===== src/rtl/acg_pkg.sv =====
package acg_pkg;

    // Base-rate family of the serial clock
    typedef enum logic {
        FAM_512 = 1'b0,
        FAM_384 = 1'b1
    } fam_e;

endpackage


===== src/rtl/acg_mclk_div.sv =====
module acg_mclk_div
    import acg_pkg::*;
#(
    parameter int unsigned CODE_W     = 3,
    parameter int unsigned MAX_CODE_A = 4,
    parameter int unsigned MAX_CODE_B = 3
) (
    input  logic              clk_i,
    input  logic              rst_ni,
    input  fam_e              fam_i,
    input  logic [CODE_W-1:0] code_i,
    input  logic              run_i,
    output logic              mclk_o
);

    localparam int unsigned MAX_CODE = (MAX_CODE_A > MAX_CODE_B) ? MAX_CODE_A : MAX_CODE_B;
    localparam int unsigned CNT_W    = (MAX_CODE > 0) ? MAX_CODE : 1;

    typedef struct packed {
        logic              mclk;
        logic              act_vld;
        logic [CODE_W-1:0] act_code;
        logic [CNT_W-1:0]  cnt;
    } mdiv_t;

    mdiv_t            div_d, div_q;
    logic             req_vld;
    logic             cfg_diff;
    logic [CNT_W-1:0] last_cnt;

    always_comb begin
        if (fam_i == FAM_384) begin
            req_vld = run_i && (code_i <= CODE_W'(MAX_CODE_B));
        end else begin
            req_vld = run_i && (code_i <= CODE_W'(MAX_CODE_A));
        end
        cfg_diff = (req_vld != div_q.act_vld) ||
                   (req_vld && (code_i != div_q.act_code));
        last_cnt = CNT_W'((32'd1 << div_q.act_code) - 32'd1);

        div_d = div_q;
        if (div_q.mclk) begin
            // a high phase always completes with the ratio it began with
            if (div_q.cnt == last_cnt) begin
                div_d.mclk     = 1'b0;
                div_d.cnt      = '0;
                div_d.act_vld  = req_vld;
                div_d.act_code = req_vld ? code_i : '0;
            end else begin
                div_d.cnt = div_q.cnt + CNT_W'(1);
            end
        end else if (cfg_diff) begin
            // low phase: take the new setting and restart counting
            div_d.cnt      = '0;
            div_d.act_vld  = req_vld;
            div_d.act_code = req_vld ? code_i : '0;
        end else if (div_q.act_vld) begin
            if (div_q.cnt == last_cnt) begin
                div_d.mclk = 1'b1;
                div_d.cnt  = '0;
            end else begin
                div_d.cnt = div_q.cnt + CNT_W'(1);
            end
        end
    end

    always_ff @(posedge clk_i or negedge rst_ni) begin
        if (!rst_ni) begin
            div_q <= '0;
        end else begin
            div_q <= div_d;
        end
    end

    assign mclk_o = div_q.mclk;

endmodule


===== src/rtl/acg_frame_gen.sv =====
module acg_frame_gen
    import acg_pkg::*;
#(
    parameter int unsigned BCLK_HALF   = 8,
    parameter int unsigned HALF_BITS_A = 32,
    parameter int unsigned HALF_BITS_B = 24
) (
    input  logic clk_i,
    input  logic rst_ni,
    input  logic en_i,
    input  fam_e fam_i,
    output logic bclk_o,
    output logic fclk_o
);

    localparam int unsigned BC_W     = $clog2(2 * BCLK_HALF);
    localparam int unsigned MAX_BITS = (HALF_BITS_A > HALF_BITS_B) ? HALF_BITS_A : HALF_BITS_B;
    localparam int unsigned BIT_W    = (MAX_BITS > 1) ? $clog2(MAX_BITS) : 1;

    typedef struct packed {
        logic             bclk;
        logic             fclk;
        logic [BC_W-1:0]  bc;
        logic [BIT_W-1:0] bits;
    } fgen_t;

    fgen_t            gen_d, gen_q;
    logic [BIT_W-1:0] bits_last;

    always_comb begin
        bits_last = (fam_i == FAM_384) ? BIT_W'(HALF_BITS_B - 1) : BIT_W'(HALF_BITS_A - 1);
        gen_d     = gen_q;
        if (!en_i) begin
            gen_d = '0;
        end else if (gen_q.bc == BC_W'(2 * BCLK_HALF - 1)) begin
            // bit clock falls; frame clock may move in the same cycle
            gen_d.bc   = '0;
            gen_d.bclk = 1'b0;
            if (gen_q.bits >= bits_last) begin
                gen_d.bits = '0;
                gen_d.fclk = ~gen_q.fclk;
            end else begin
                gen_d.bits = gen_q.bits + BIT_W'(1);
            end
        end else begin
            gen_d.bc = gen_q.bc + BC_W'(1);
            if (gen_q.bc == BC_W'(BCLK_HALF - 1)) begin
                gen_d.bclk = 1'b1;
            end
        end
    end

    always_ff @(posedge clk_i or negedge rst_ni) begin
        if (!rst_ni) begin
            gen_q <= '0;
        end else begin
            gen_q <= gen_d;
        end
    end

    assign bclk_o = gen_q.bclk;
    assign fclk_o = gen_q.fclk;

endmodule


===== src/rtl/audio_clk_gen.sv =====
module audio_clk_gen
    import acg_pkg::*;
#(
    parameter int unsigned CODE_W      = 3,
    parameter int unsigned MAX_CODE_A  = 4,
    parameter int unsigned MAX_CODE_B  = 3,
    parameter int unsigned BCLK_HALF   = 8,
    parameter int unsigned HALF_BITS_A = 32,
    parameter int unsigned HALF_BITS_B = 24
) (
    input  logic              clk_i,
    input  logic              rst_ni,
    input  logic              base_384_i,
    input  logic [CODE_W-1:0] mult_code_i,
    input  logic              run_i,
    input  logic              slave_i,
    input  logic              peer_bclk_i,
    input  logic              peer_fclk_i,
    output logic              mclk_o,
    output logic              bclk_o,
    output logic              fclk_o
);

    fam_e fam;
    logic gen_en;
    logic loc_bclk;
    logic loc_fclk;

    assign fam    = fam_e'(base_384_i);
    assign gen_en = run_i && !slave_i;

    acg_mclk_div #(
        .CODE_W     (CODE_W),
        .MAX_CODE_A (MAX_CODE_A),
        .MAX_CODE_B (MAX_CODE_B)
    ) i_mclk_div (
        .clk_i  (clk_i),
        .rst_ni (rst_ni),
        .fam_i  (fam),
        .code_i (mult_code_i),
        .run_i  (run_i),
        .mclk_o (mclk_o)
    );

    acg_frame_gen #(
        .BCLK_HALF   (BCLK_HALF),
        .HALF_BITS_A (HALF_BITS_A),
        .HALF_BITS_B (HALF_BITS_B)
    ) i_frame_gen (
        .clk_i  (clk_i),
        .rst_ni (rst_ni),
        .en_i   (gen_en),
        .fam_i  (fam),
        .bclk_o (loc_bclk),
        .fclk_o (loc_fclk)
    );

    always_comb begin
        if (slave_i) begin
            bclk_o = peer_bclk_i;
            fclk_o = peer_fclk_i;
        end else begin
            bclk_o = loc_bclk;
            fclk_o = loc_fclk;
        end
    end

endmodule


===== config.mk =====
export PLATFORM = sky130hd
export DESIGN_NAME = audio_clk_gen
export DESIGN_NICKNAME = d
export VERILOG_FILES = /design/src/rtl/acg_pkg.sv /design/src/rtl/acg_mclk_div.sv /design/src/rtl/acg_frame_gen.sv /design/src/rtl/audio_clk_gen.sv
export SDC_FILE = /design/constraint.sdc
export NUM_CORES = 1
export LEC_CHECK = 0
export BUFFER_PORTS_ARGS = -buffer_cell sky130_fd_sc_hd__buf_2
export CORE_MARGIN = 3
export CORE_UTILIZATION = 50
export DETAILED_ROUTE_END_ITERATION = 10
export PLACE_DENSITY = 0.78
export RECOVER_POWER = 100
export SYNTH_ARGS = -nofsm -noshare
export SYNTH_HDL_FRONTEND = slang
export SYNTH_SLANG_ARGS = --single-unit

===== constraint.sdc =====
create_clock -name clk_i -period 3.4 [get_ports clk_i]
set_clock_uncertainty 0.05 [all_clocks]
set_input_delay 0.17 -clock clk_i [delete_from_list [all_inputs] [get_ports clk_i]]
set_output_delay 0.17 -clock clk_i [all_outputs]
set_load 0.05 [all_outputs]

# After elaboration in Yosys (flattened, before gate mapping)
# Cells that the tools add are included.
op_classes:
  add_sub_neg: 4
  magnitude_cmp: 3
  n_eq_ne: 9
  n_shift: 1
  mux: 22
  bitwise: 1
  n_reduce_logical: 10
op_table:
  columns: ["operator", "count"]
  rows:
  - ["4-bit 2-to-1 mux", 6]
  - ["5-bit 2-to-1 mux", 3]
  - ["11-bit 2-to-1 mux", 1]
  - ["1-bit 2-to-1 mux", 10]
  - ["9-bit 2-to-1 mux", 1]
  - ["4-bit by 1-bit adder with 4-bit output (second input constant)", 2]
  - ["2-bit != test (second input constant)", 3]
  - ["5-bit by 1-bit adder with 5-bit output (second input constant)", 1]
  - ["5-bit greater-or-equal comparator", 1]
  - ["4-bit by 3-bit == test with 1-bit output (second input constant)", 1]
  - ["4-bit == test", 1]
  - ["4-bit == test (second input constant)", 1]
  - ["1-bit logical AND", 4]
  - ["2-bit AND reduction", 2]
  - ["1-bit by 3-bit << shifter with 4-bit output (first input constant)", 1]
  - ["4-bit by 1-bit subtractor with 4-bit output (second input constant)", 1]
  - ["3-bit by 2-bit <= comparator with 1-bit output (second input constant)", 1]
  - ["3-bit <= comparator (second input constant)", 1]
  - ["3-bit 2-to-1 mux", 1]
  - ["3-bit != test", 1]
  - ["3-bit != test (second input constant)", 1]
  - ["3-bit nonzero test", 1]
  - ["2-bit nonzero test", 1]
  - ["1-bit logical NOT", 1]
  - ["other kinds (3)", 3]
totals:
  register_bits: 20
  input_bits: 10
  out_inout_bits: 3
  wordCells: 58

# Longest topological paths before layout
# Gate-level depths: netlist (run 1).
depth:
  depth_word: 7
  depth_mapped: 8
  mapped_depth_nobuf: 8

# Cells and area by module
# From an unflattened synthesis (run 1), not the netlist that was laid out.
hier_totals:
  cells_unflattened: 132
  area_unflattened_um2: 1258.7
modules_own_cells:
  columns: ["mod", "n_inst", "cells_each", "area_per_inst_um2", "seq_area_each_um2"]
  rows:
  - ["acg_frame_gen", 1, 65, 615.6, 275.3]
  - ["acg_mclk_div", 1, 64, 611.8, 225.2]
  - ["audio_clk_gen", 1, 3, 31.3, 0.0]

# Worst setup path after synthesis (run 1)
# OpenSTA, ideal clock, no wires.
synth_path:
  path_kind: "register -> register"
  start: "register i_mclk_div.div_q[6] in the netlist's numbering"
  end: "register i_mclk_div.div_q[4] in the netlist's numbering"
  setup_time_ns: 0.125
  arrival_ns: 2.091
  setup_slack_ns: 1.134
  stages_incl_launch_ff: 8
  period_less_slack_ns: 2.266
  path_cell_list: "dfrtp_1 or3_1 ha_1 xnor2_1 mux2i_1 a21oi_2 a41oi_4 mux2_4"
synth_via:
  elab_chain_len: 5
  word_cells_on_any_way: 9
synth_lines:
  columns: ["item", "line", "rtl"]
  rows:
  - ["from (decl)", "acg_mclk_div.sv:26", "mdiv_t div_d, div_q;"]
  - ["from (signal assigned)", "acg_mclk_div.sv:71", "div_q <= div_d;"]
  - ["1-bit by 3-bit << shifter with 4-bit output or 3-bit != test (tied branches)", "acg_mclk_div.sv:39, acg_mclk_div.sv:38", null]
  - ["4-bit by 1-bit subtractor with 4-bit output or 1-bit logical AND (tied branches)", "acg_mclk_div.sv:39, acg_mclk_div.sv:38", null]
  - ["4-bit == test or 1-bit logical OR (tied branches)", "acg_mclk_div.sv:44, acg_mclk_div.sv:37", null]
  - ["2-bit != test (no source line) or 2-bit nonzero test (tied branches)", null, null]
  - ["2-bit AND reduction (no source line) (*)", null, null]
# Every way passes the cells marked *; elsewhere a longest branch is shown, timed or not.
# A chain may end at the register's enable or synchronous reset.

# Final worst setup path (run 1)
# Ends and elaborated chain as after synthesis.

==> results of run 1 <==
[worst max path at each step]
stage / cells past startpoint / from / slack [ps] / end
after global placement: 7 / i_mclk_div.div_q[6] / 1070 / i_mclk_div.div_q[4]
after floorplan: 7 / i_mclk_div.div_q[6] / 1130 / i_mclk_div.div_q[4]
after CTS: 7 / i_mclk_div.div_q[6] / 1000 / i_mclk_div.div_q[4]
after detailed placement: 7 / i_mclk_div.div_q[6] / 1030 / i_mclk_div.div_q[4]
final: 7 / i_mclk_div.div_q[6] / 750 / i_mclk_div.div_q[4]
after global routing: 7 / i_mclk_div.div_q[6] / 640 / i_mclk_div.div_q[4]
[logic make-up after synthesis]
logic type                 Yosys count  synth area share
and+or+nand+nor                     46             0.188
DFF                                 20             0.415
xor gates and xnor gates            14             0.102
muxes                                8            0.0778
AOI/OAI and AO/OA                   17             0.146
buffers and inverters                3           0.00934
adders and majority gates            6            0.0622
[per-stage QoR]
stage          total power [mW]  hold WS, ps   util  setup WS [ps]  instances
6_report                  0.831          142  0.581            749        158
5_1_grt                   0.899          155  0.581            638        158
4_1_cts                   0.866          132  0.592           1000        158
3_5_place_dp              0.753         91.1  0.577           1030        154
3_3_place_gp              0.732         89.1  0.577           1070        154
2_1_floorplan             0.672         -176      -           1130        114
[layout by cell type, fill, tap and decap left out, types with 2 or more instances in the layout]
cell type	n
a21oi_1	5
a21oi_2	2
a22o_1	2
a32o_1	2
and2_1	2
and3_2	2
buf_2	8
clkbuf_1	4
clkbuf_4	3
dfrtp_1	20
ha_1	6
inv_1	3
mux2_2	3
mux2_4	2
mux2i_1	3
nand2_1	7
nand3_1	6
nand4_1	2
nor2_1	16
nor2b_1	2
nor3_1	2
nor3b_1	2
xnor2_1	5
xor2_1	9
[power by group through the flow]
stage | logic [mW] | registers [mW] | clock network, mW
3_5_place_dp | 0.423 | 0.330 | 0
2_1_floorplan | 0.346 | 0.326 | 0
5_1_grt | 0.442 | 0.332 | 0.125
6_report | 0.396 | 0.324 | 0.111
4_1_cts | 0.425 | 0.325 | 0.116
3_3_place_gp | 0.406 | 0.326 | 0
[synthesized netlist by cell type]
cell type / number / area, um^2
a21oi_1: 5 / 25.0
nand2b_1: 1 / 6.26
nor3b_1: 2 / 15.0
a22o_1: 2 / 17.5
nand2_1: 7 / 26.3
and3_2: 2 / 15.0
mux2i_1: 3 / 30.0
o211ai_1: 1 / 7.51
a21oi_2: 2 / 17.5
and2_1: 2 / 12.5
and2_2: 1 / 7.51
o21ai_0: 1 / 5.00
dfrtp_1: 20 / 500
and3_1: 1 / 6.26
nor3_1: 2 / 10.0
mux2_2: 3 / 33.8
a32o_1: 2 / 20.0
nor2_1: 16 / 60.1
or2_1: 1 / 6.26
o31ai_4: 1 / 21.3
ha_1: 6 / 75.1
o311ai_4: 1 / 26.3
xor2_1: 9 / 78.8
inv_1: 3 / 11.3
nand4_1: 2 / 12.5
mux2_4: 2 / 30.0
or3_1: 1 / 6.26
a21o_2: 1 / 8.76
xnor2_1: 5 / 43.8
a41oi_4: 1 / 27.5
nor2b_1: 2 / 12.5
nand3_1: 6 / 30.0
[registers in the layout (all words and copies together), names as in the netlist]
| name | cells |
|---|---|
| i_frame_gen.gen_q | 9 |
| i_mclk_div.div_q | 8 |
| i_frame_gen.bclk_o | 1 |
| i_frame_gen.fclk_o | 1 |
| i_mclk_div.mclk_o | 1 |
[critical path, stage by stage, from the launching register on]
cell	delay (ps)
dfrtp_1	460
or3_1	400
ha_1	220
xnor2_1	220
mux2i_1	260
a21oi_2	90
a41oi_1	510
mux2_4	350
[per-layer routing]
metal  GRT usage  wire length (um)
met1       0.224              1080
met2       0.258               933
met3      0.0295                74
met4       0.105                49
met5           0                 0
[what timing repair did]
| item | in CTS | in global routing |
|---|---|---|
| hold buffers | 1 | 0 |
| endpoints found under the hold margin | 20 | 0 |
| setup buffers | 0 | 0 |
[area by class of cell]
cell class | count | area, um^2
Fill cell | 202 | 945
Clock buffer | 3 | 22.5
Timing Repair Buffer | 13 | 65.1
Sequential cell | 20 | 500
Tap cell | 28 | 35.0
Multi-Input combinational cell | 91 | 676
Inverter | 3 | 11.3
==> qor.csv, run 1 <==
metric,value,unit
share of final-layout standard cells stronger than drive strength 1,0.185,
destination of the worst hold path,i_mclk_div.div_q[5],
HP Start,mult_code_i[1],
post-CTS resize count,0,
grt total ovfl,0,
required time at the worst-slack endpoint,3540,ps
FF-to-FF path depth,7,
sequential group share of total power,0.390,
netlist area before placement,1210,um^2
per-cell routed wire length,13.5,um
end of the worst register-to-register path,i_mclk_div.div_q[4],
count of cells along the worst hold path,3,
# H-tree levels,1,
Final period util,0.780,
Mapped Avg Cell Area,10.6,um^2
"Net count, final",148,
leakage,0.600,nW
Die X,55.1,um
routed vias/inst,5.46,
cell area after placement,1300,um^2
number of buffers created by CTS,3,
TritonCTS clock tree,yes,
area of the die,3040,um^2
first-pass iteration count of the detailed router,4,
post-route cell area,1310,um^2
minimum clock period,2650,ps
maximum clock frequency,377,MHz
area of the core,2250,um^2
area growth from synthesis to layout,8.61,%
global routing usage summed across all routing layers,0.170,
clock tree root buffer cell,clkbuf_4,
DR vias,863,
IO Port Bufs,12,
internal reg-to-reg setup slack,750,ps
final slew viol count,0,
final wirelength,2140,um
element type at the critical path start,flop,
final count of negative-setup-slack endpoints,0,
via count of the first global-routing pass,840,
Ys Warns,0,
run status,finished clean,
Cell Int Power,495,uW
combinational share of power,0.476,
clk_lat worst skew,300,ps
Initial Utilization,0.535,
half-perimeter wire length of the detailed placement result,1600,um
weighted congestion reported at the end of routability-driven placement,0.796,
Die Ht,55.1,um
number of placed I/O pins,13,
Max-slew headroom,0.290,
antenna violations before repair,0,
type of the worst setup path,flop to flop,
Setup Total Neg Slack,0,ps
Synth Instances,114,
number of nets produced by synthesis,130,
number of antenna repair diodes,0,
DRC violations left,0,
buffer levels on the longest clock path,2,
iteration-0 DRC count of the detailed router,16,
worst hold path type,input port to flop,
Max-cap violations,0,
startpoint of the worst-slack reg-to-reg timing path,i_mclk_div.div_q[6],
Cell Pwr Density,634,nW/um^2
#FFs+latches synth,20,
maximum number of pins on one net before global-route repair,21,
Crit Path Max Fanout,6,
Worst-Margin Slew,1070,ps
number of sinks handled by clock tree synthesis,20,
global-route wire length before repair,3640,um
part of the total power dissipated in the clock network,0.134,
Switch Pwr,336,uW
peak ir drop on the vdd network,0.375,mV
fraction of power spent switching nets,0.404,
Crit. End Element,flop,
number of cell rows,17,
antenna-violating nets left,0,
WP data arrival,2790,ps
number of library cell types mapped by synthesis,32,
hold violation total from the final report,0,
clk slew on worst S/H paths,110,ps
sequential cell area fraction in the yosys report,0.415,
setup repair after global routing missed its margin,false,
(Power assumes the default switching activity.)
==> inputs of run 2 (changes only) <==
PLACE_DENSITY = 0.8   (was 0.78)
clock period = 2.4 ns   (was 3.4 ns; I/O delays follow)
==> qor.csv, run 2 (synthesis gave the netlist of run 1 again) <==
metric,value,unit,change
CP Launch Point,i_mclk_div.div_q[6],,unchanged
number of buffers created by CTS,3,,unchanged
maximum number of pins on one net before global-route repair,21,,unchanged
required time at the worst-slack endpoint,2540,ps,was 3540 ps
FF-to-FF path depth,7,,unchanged
destination of the worst hold path,i_mclk_div.div_q[5],,unchanged
buffer levels on the longest clock path,2,,unchanged
Final period util,0.954,,was 0.780
maximum clock frequency,437,MHz,was 377 MHz
count of cells along the worst hold path,3,,unchanged
DRC violations left,0,,unchanged
hold violation total from the final report,0,,unchanged
number of sinks handled by clock tree synthesis,20,,unchanged
type of the worst setup path,flop to flop,,unchanged
Worst-Margin Slew,1050,ps,was 1070 ps
Crit Path Max Fanout,4,,was 6
final core utilization,0.609,,was 0.581
peak ir drop on the vdd network,0.622,mV,was 0.375 mV
area of the multi-input gates,702,um^2,was 676 um^2
area of the die,3040,um^2,unchanged
"Net count, final",151,,was 148
Switch Pwr,513,uW,was 336 uW
Cell Int Power,786,uW,was 495 uW
minimum clock period,2290,ps,was 2650 ps
area growth from synthesis to layout,13.8,%,was 8.61%
setup repair after global routing missed its margin,false,,unchanged
weighted congestion reported at the end of routability-driven placement,0.803,,was 0.796
via count of the first global-routing pass,885,,was 840
# H-tree levels,1,,unchanged
final slew viol count,0,,unchanged
number of antenna repair diodes,0,,unchanged
routed vias/inst,5.48,,was 5.46
Setup Total Neg Slack,0,ps,unchanged
register with the most flip-flops,i_frame_gen.gen_q,,unchanged
biggest regs,"i_frame_gen.gen_q: 9 flops, i_mclk_div.div_q: 8 flops",,unchanged
antenna violations before repair,0,,unchanged
area of the core,2250,um^2,unchanged
share of final-layout standard cells stronger than drive strength 1,0.224,,was 0.185
Max-cap violations,0,,unchanged
slowest cell on the critical path,dfrtp_1,,was a41oi_1
clk_lat worst skew,290,ps,was 300 ps
WP data arrival,2430,ps,was 2790 ps
highest-count cells in the layout ignoring fill and taps,"20 x dfrtp_1, 16 x nor2_1, 9 x xor2_1",,unchanged
family of cells with the greatest summed delay on the critical path,multiplexers,,unchanged
final wirelength,2180,um,was 2140 um
Layout fillers,201,,was 202
run status,finished clean,,unchanged
worst hold path type,input port to flop,,unchanged
max FFs per register,9,,unchanged
leakage,0.628,nW,was 0.600 nW
internal reg-to-reg setup slack,110,ps,was 750 ps
element type at the critical path start,flop,,unchanged
HP Start,mult_code_i[1],,unchanged
TritonCTS clock tree,yes,,unchanged
combinational share of power,0.515,,was 0.476
part of the total power dissipated in the clock network,0.148,,was 0.134
most frequent standard cell in the layout excluding fill and tap cells,dfrtp_1,,unchanged
number of placed I/O pins,13,,unchanged
per-cell routed wire length,13.4,um,was 13.5 um
register area,500,um^2,unchanged
Die Ht,55.1,um,unchanged
startpoint of the worst-slack reg-to-reg timing path,i_mclk_div.div_q[6],,unchanged
iteration-0 DRC count of the detailed router,8,,was 16
antenna-violating nets left,0,,unchanged
hold slack,77.8,ps,was 142 ps
Post-CTS Setup Inserts,0,,unchanged
sequential group share of total power,0.337,,was 0.390
grt total ovfl,0,,unchanged
final count of negative-setup-slack endpoints,0,,unchanged
Crit. End Element,flop,,unchanged
IO Port Bufs,12,,unchanged
Cell Pwr Density,947,nW/um^2,was 634 nW/um^2
Initial Utilization,0.535,,unchanged
end of the worst register-to-register path,i_mclk_div.div_q[6],,was i_mclk_div.div_q[4]
Max-slew headroom,0.299,,was 0.290
half-perimeter wire length of the detailed placement result,1750,um,was 1600 um
global-route wire length before repair,3710,um,was 3640 um
number of cell rows,17,,unchanged
fraction of power spent switching nets,0.395,,was 0.404
count of buffering cells on the critical path with inverters included,0,,unchanged
clk slew on worst S/H paths,110,ps,about the same
first-pass iteration count of the detailed router,4,,unchanged
Die X,55.1,um,unchanged
DR vias,888,,was 863
"critical path, cell by cell","or3_1, ha_1, xnor2_2, mux2i_1, a21oi_2, a41oi_4, mux2_4",,"was or3_1, ha_1, xnor2_1, mux2i_1, a21oi_2, a41oi_1, mux2_4"
global routing usage summed across all routing layers,0.172,,was 0.170
clock tree root buffer cell,clkbuf_4,,unchanged
largest stage delay on the critical path,400,ps,was 510 ps
run 2: cell count changes in the layout (fill, tap and decap cells not counted):
| cell | change |
|---|---|
| buf_4 | +3 |
| clkbuf_8 | +1 |
| xnor2_1 | -1 |
| xnor2_2 | +1 |
| a41oi_1 | -1 |
| a41oi_4 | +1 |
run 2: power by group through the flow:
stage          registers (mW)  clock network, mW  logic (mW)
2_1_floorplan           0.462                  0       0.490
3_3_place_gp            0.440                  0       0.629
3_5_place_dp            0.444                  0       0.660
4_1_cts                 0.437              0.203       0.663
5_1_grt                 0.444              0.214       0.746
6_report                0.438              0.193       0.669
run 2: how the worst max path moves through the flow:
stage / to / depth (start not counted)
3_3_place_gp: i_mclk_div.div_q[6] / 7
5_1_grt: i_mclk_div.div_q[4] / 7
6_report: i_mclk_div.div_q[6] / 7
4_1_cts: i_mclk_div.div_q[6] / 7
2_1_floorplan: i_mclk_div.div_q[4] / 7
3_5_place_dp: i_mclk_div.div_q[6] / 7
run 2: repair_timing:
action,CTS,global route
hold buffers,1,0
endpoints found under the hold margin,20,0
endpoints found under the setup margin,0,2
resized for setup,0,1
run 2: worst min-delay path: stages:
cell     delay (ps)
buf_2           130
nand3_1          80
mux2i_1          60
run 2: routing by layer:
metal | up-vias | global-route usage | wire length [um]
li1 | 442 | - | -
met1 | 435 | 0.190 | 945
met2 | 9 | 0.327 | 1160
met3 | 2 | 0.0268 | 61
met4 | 0 | 0.0607 | 10
met5 | - | 0 | 0
run 2: layout make-up:
class | count | share of cell area
tap | 28 | 0.0255
multi-input combinational | 91 | 0.511
timing repair buffer | 16 | 0.0638
sequential | 20 | 0.365
clock buffer | 4 | 0.0264
inverter | 3 | 0.00820
run 2: through the flow:
stage	area [um^2]	power (mW)	worst slack, ps	instances
6_report	1370	1.30	110	162
5_1_grt	1370	1.40	26.5	162
2_1_floorplan	1210	0.952	134	114
4_1_cts	1370	1.30	61.1	162
3_3_place_gp	1320	1.07	165	157
3_5_place_dp	1320	1.10	85.0	157
==> inputs of run 3 (changes only) <==
PLACE_DENSITY = 0.78   (was 0.8)
clock period = 2.9 ns   (was 2.4 ns; I/O delays follow)
==> qor.csv, run 3 (synthesis gave the netlist of run 1 again) <==
metric,value,unit,change
peak ir drop on the vdd network,0.482,mV,was 0.622 mV
internal reg-to-reg setup slack,500,ps,was 110 ps
required time at the worst-slack endpoint,3040,ps,was 2540 ps
leakage,0.611,nW,was 0.628 nW
first-pass iteration count of the detailed router,4,,unchanged
buffer levels on the longest clock path,2,,unchanged
Crit Path Max Fanout,6,,was 4
hold violation total from the final report,0,,unchanged
clock tree root buffer cell,clkbuf_4,,unchanged
Die X,55.1,um,unchanged
per-cell routed wire length,13.4,um,about the same
most frequent standard cell in the layout excluding fill and tap cells,dfrtp_1,,unchanged
final count of negative-setup-slack endpoints,0,,unchanged
share of final-layout standard cells stronger than drive strength 1,0.176,,was 0.224
Layout fillers,196,,was 201
type of the worst setup path,flop to flop,,unchanged
Crit. End Element,flop,,unchanged
via count of the first global-routing pass,831,,was 885
DR vias,882,,was 888
Worst-Margin Slew,1070,ps,was 1050 ps
iteration-0 DRC count of the detailed router,12,,was 8
DRC violations left,0,,unchanged
run status,finished clean,,unchanged
Final period util,0.828,,was 0.954
highest-count cells in the layout ignoring fill and taps,"20 x dfrtp_1, 16 x nor2_1, 9 x xor2_1",,unchanged
worst hold path type,input port to flop,,unchanged
clk_lat worst skew,310,ps,was 290 ps
Initial Utilization,0.535,,unchanged
routed vias/inst,5.55,,was 5.48
global-route wire length before repair,3660,um,was 3710 um
number of antenna repair diodes,0,,unchanged
area of the die,3040,um^2,unchanged
Max-cap violations,0,,unchanged
half-perimeter wire length of the detailed placement result,1610,um,was 1750 um
register area,500,um^2,unchanged
maximum clock frequency,416,MHz,was 437 MHz
cell area after placement,1300,um^2,was 1320 um^2
register with the most flip-flops,i_frame_gen.gen_q,,unchanged
"Net count, final",148,,was 151
TritonCTS clock tree,yes,,unchanged
post-route cell area,1350,um^2,was 1370 um^2
element type at the critical path start,flop,,unchanged
# H-tree levels,1,,unchanged
Post-CTS Setup Inserts,0,,unchanged
final slew viol count,0,,unchanged
area of the core,2250,um^2,unchanged
post-CTS resize count,0,,unchanged
max FFs per register,9,,unchanged
number of sinks handled by clock tree synthesis,20,,unchanged
maximum number of pins on one net before global-route repair,21,,unchanged
Cell Pwr Density,801,nW/um^2,was 947 nW/um^2
number of cell rows,17,,unchanged
antenna-violating nets left,0,,unchanged
hold slack,105,ps,was 77.8 ps
antenna violations before repair,0,,unchanged
number of buffers created by CTS,3,,unchanged
weighted congestion reported at the end of routability-driven placement,0.796,,was 0.803
Setup Total Neg Slack,0,ps,unchanged
number of placed I/O pins,13,,unchanged
IO Port Bufs,12,,unchanged
WP data arrival,2540,ps,was 2430 ps
area of the multi-input gates,683,um^2,was 702 um^2
clk slew on worst S/H paths,110,ps,about the same
biggest regs,"i_frame_gen.gen_q: 9 flops, i_mclk_div.div_q: 8 flops",,unchanged
"Hold-fix buffers, CTS",1,,unchanged
global routing usage summed across all routing layers,0.172,,about the same
Max-slew headroom,0.287,,was 0.299
Die Ht,55.1,um,unchanged
setup repair after global routing missed its margin,false,,unchanged
final wirelength,2120,um,was 2180 um
minimum clock period,2400,ps,was 2290 ps
area growth from synthesis to layout,11.7,%,was 13.8%
grt total ovfl,0,,unchanged
## run 3: changes by cell type in the layout (fill, tap and decap cells not counted)
| cell | previous run | this run |
|---|---|---|
| a21oi_1 | 5 | 6 |
| a21oi_2 | 2 | 1 |
| buf_4 | 3 | 0 |
| bufinv_16 | 0 | 1 |
| clkbuf_8 | 1 | 0 |
| mux2_1 | 0 | 2 |
| mux2_4 | 2 | 0 |
| xnor2_1 | 4 | 5 |
| xnor2_2 | 1 | 0 |
## run 3: report_power, final
| group | switching [mW] | total (mW) | leakage, nW | internal [mW] |
|---|---|---|---|---|
| clock network | 0.0929 | 0.233 | 0.0279 | 0.140 |
| logic | 0.262 | 0.466 | 0.310 | 0.204 |
| registers | 0.0609 | 0.381 | 0.273 | 0.320 |
## run 3: worst max-delay path, cell delays in order (launching register included)
cell	delay (ps)
dfrtp_1	460
or3_1	400
ha_1	210
xnor2_1	210
mux2i_1	210
a21oi_1	130
a41oi_4	260
mux2_1	360
## run 3: cell type report
cell class / count / area share
clock buffer: 3 / 0.0167
clock inverter: 1 / 0.0223
inverter: 3 / 0.00836
multi-input combinational: 91 / 0.507
sequential: 20 / 0.371
tap: 28 / 0.0260
timing repair buffer: 13 / 0.0483
## run 3: metal layers
layer  share of wire  vias to the layer above  track usage
li1                -                      438            -
met1            0.51                      429        0.235
met2            0.44                       11        0.256
met3           0.028                        4       0.0322
met4           0.020                        0       0.0891
met5               0                        -            0
## run 3: metrics by stage
step	total power, mW	cells	setup WS [ps]	util
3_5_place_dp	0.882	154	535	0.577
3_3_place_gp	0.858	154	568	0.577
5_1_grt	1.16	159	365	0.598
2_1_floorplan	0.788	114	634	-
6_report	1.08	159	499	0.598
4_1_cts	1.11	159	511	0.605
## run 3: path summary, 6_finish.rpt
path,start,end,cells past startpoint
setup / recovery,i_mclk_div.div_q[6],i_mclk_div.div_q[6],7
hold / removal,mult_code_i[1],i_mclk_div.div_q[5],3
setup reg to reg,i_mclk_div.div_q[6],i_mclk_div.div_q[6],7
hold reg to reg,i_frame_gen.gen_q[5],i_frame_gen.gen_q[5],1
max in group asynchronous,rst_ni,i_mclk_div.div_q[2],2
min in group asynchronous,rst_ni,i_frame_gen.bclk_o,2
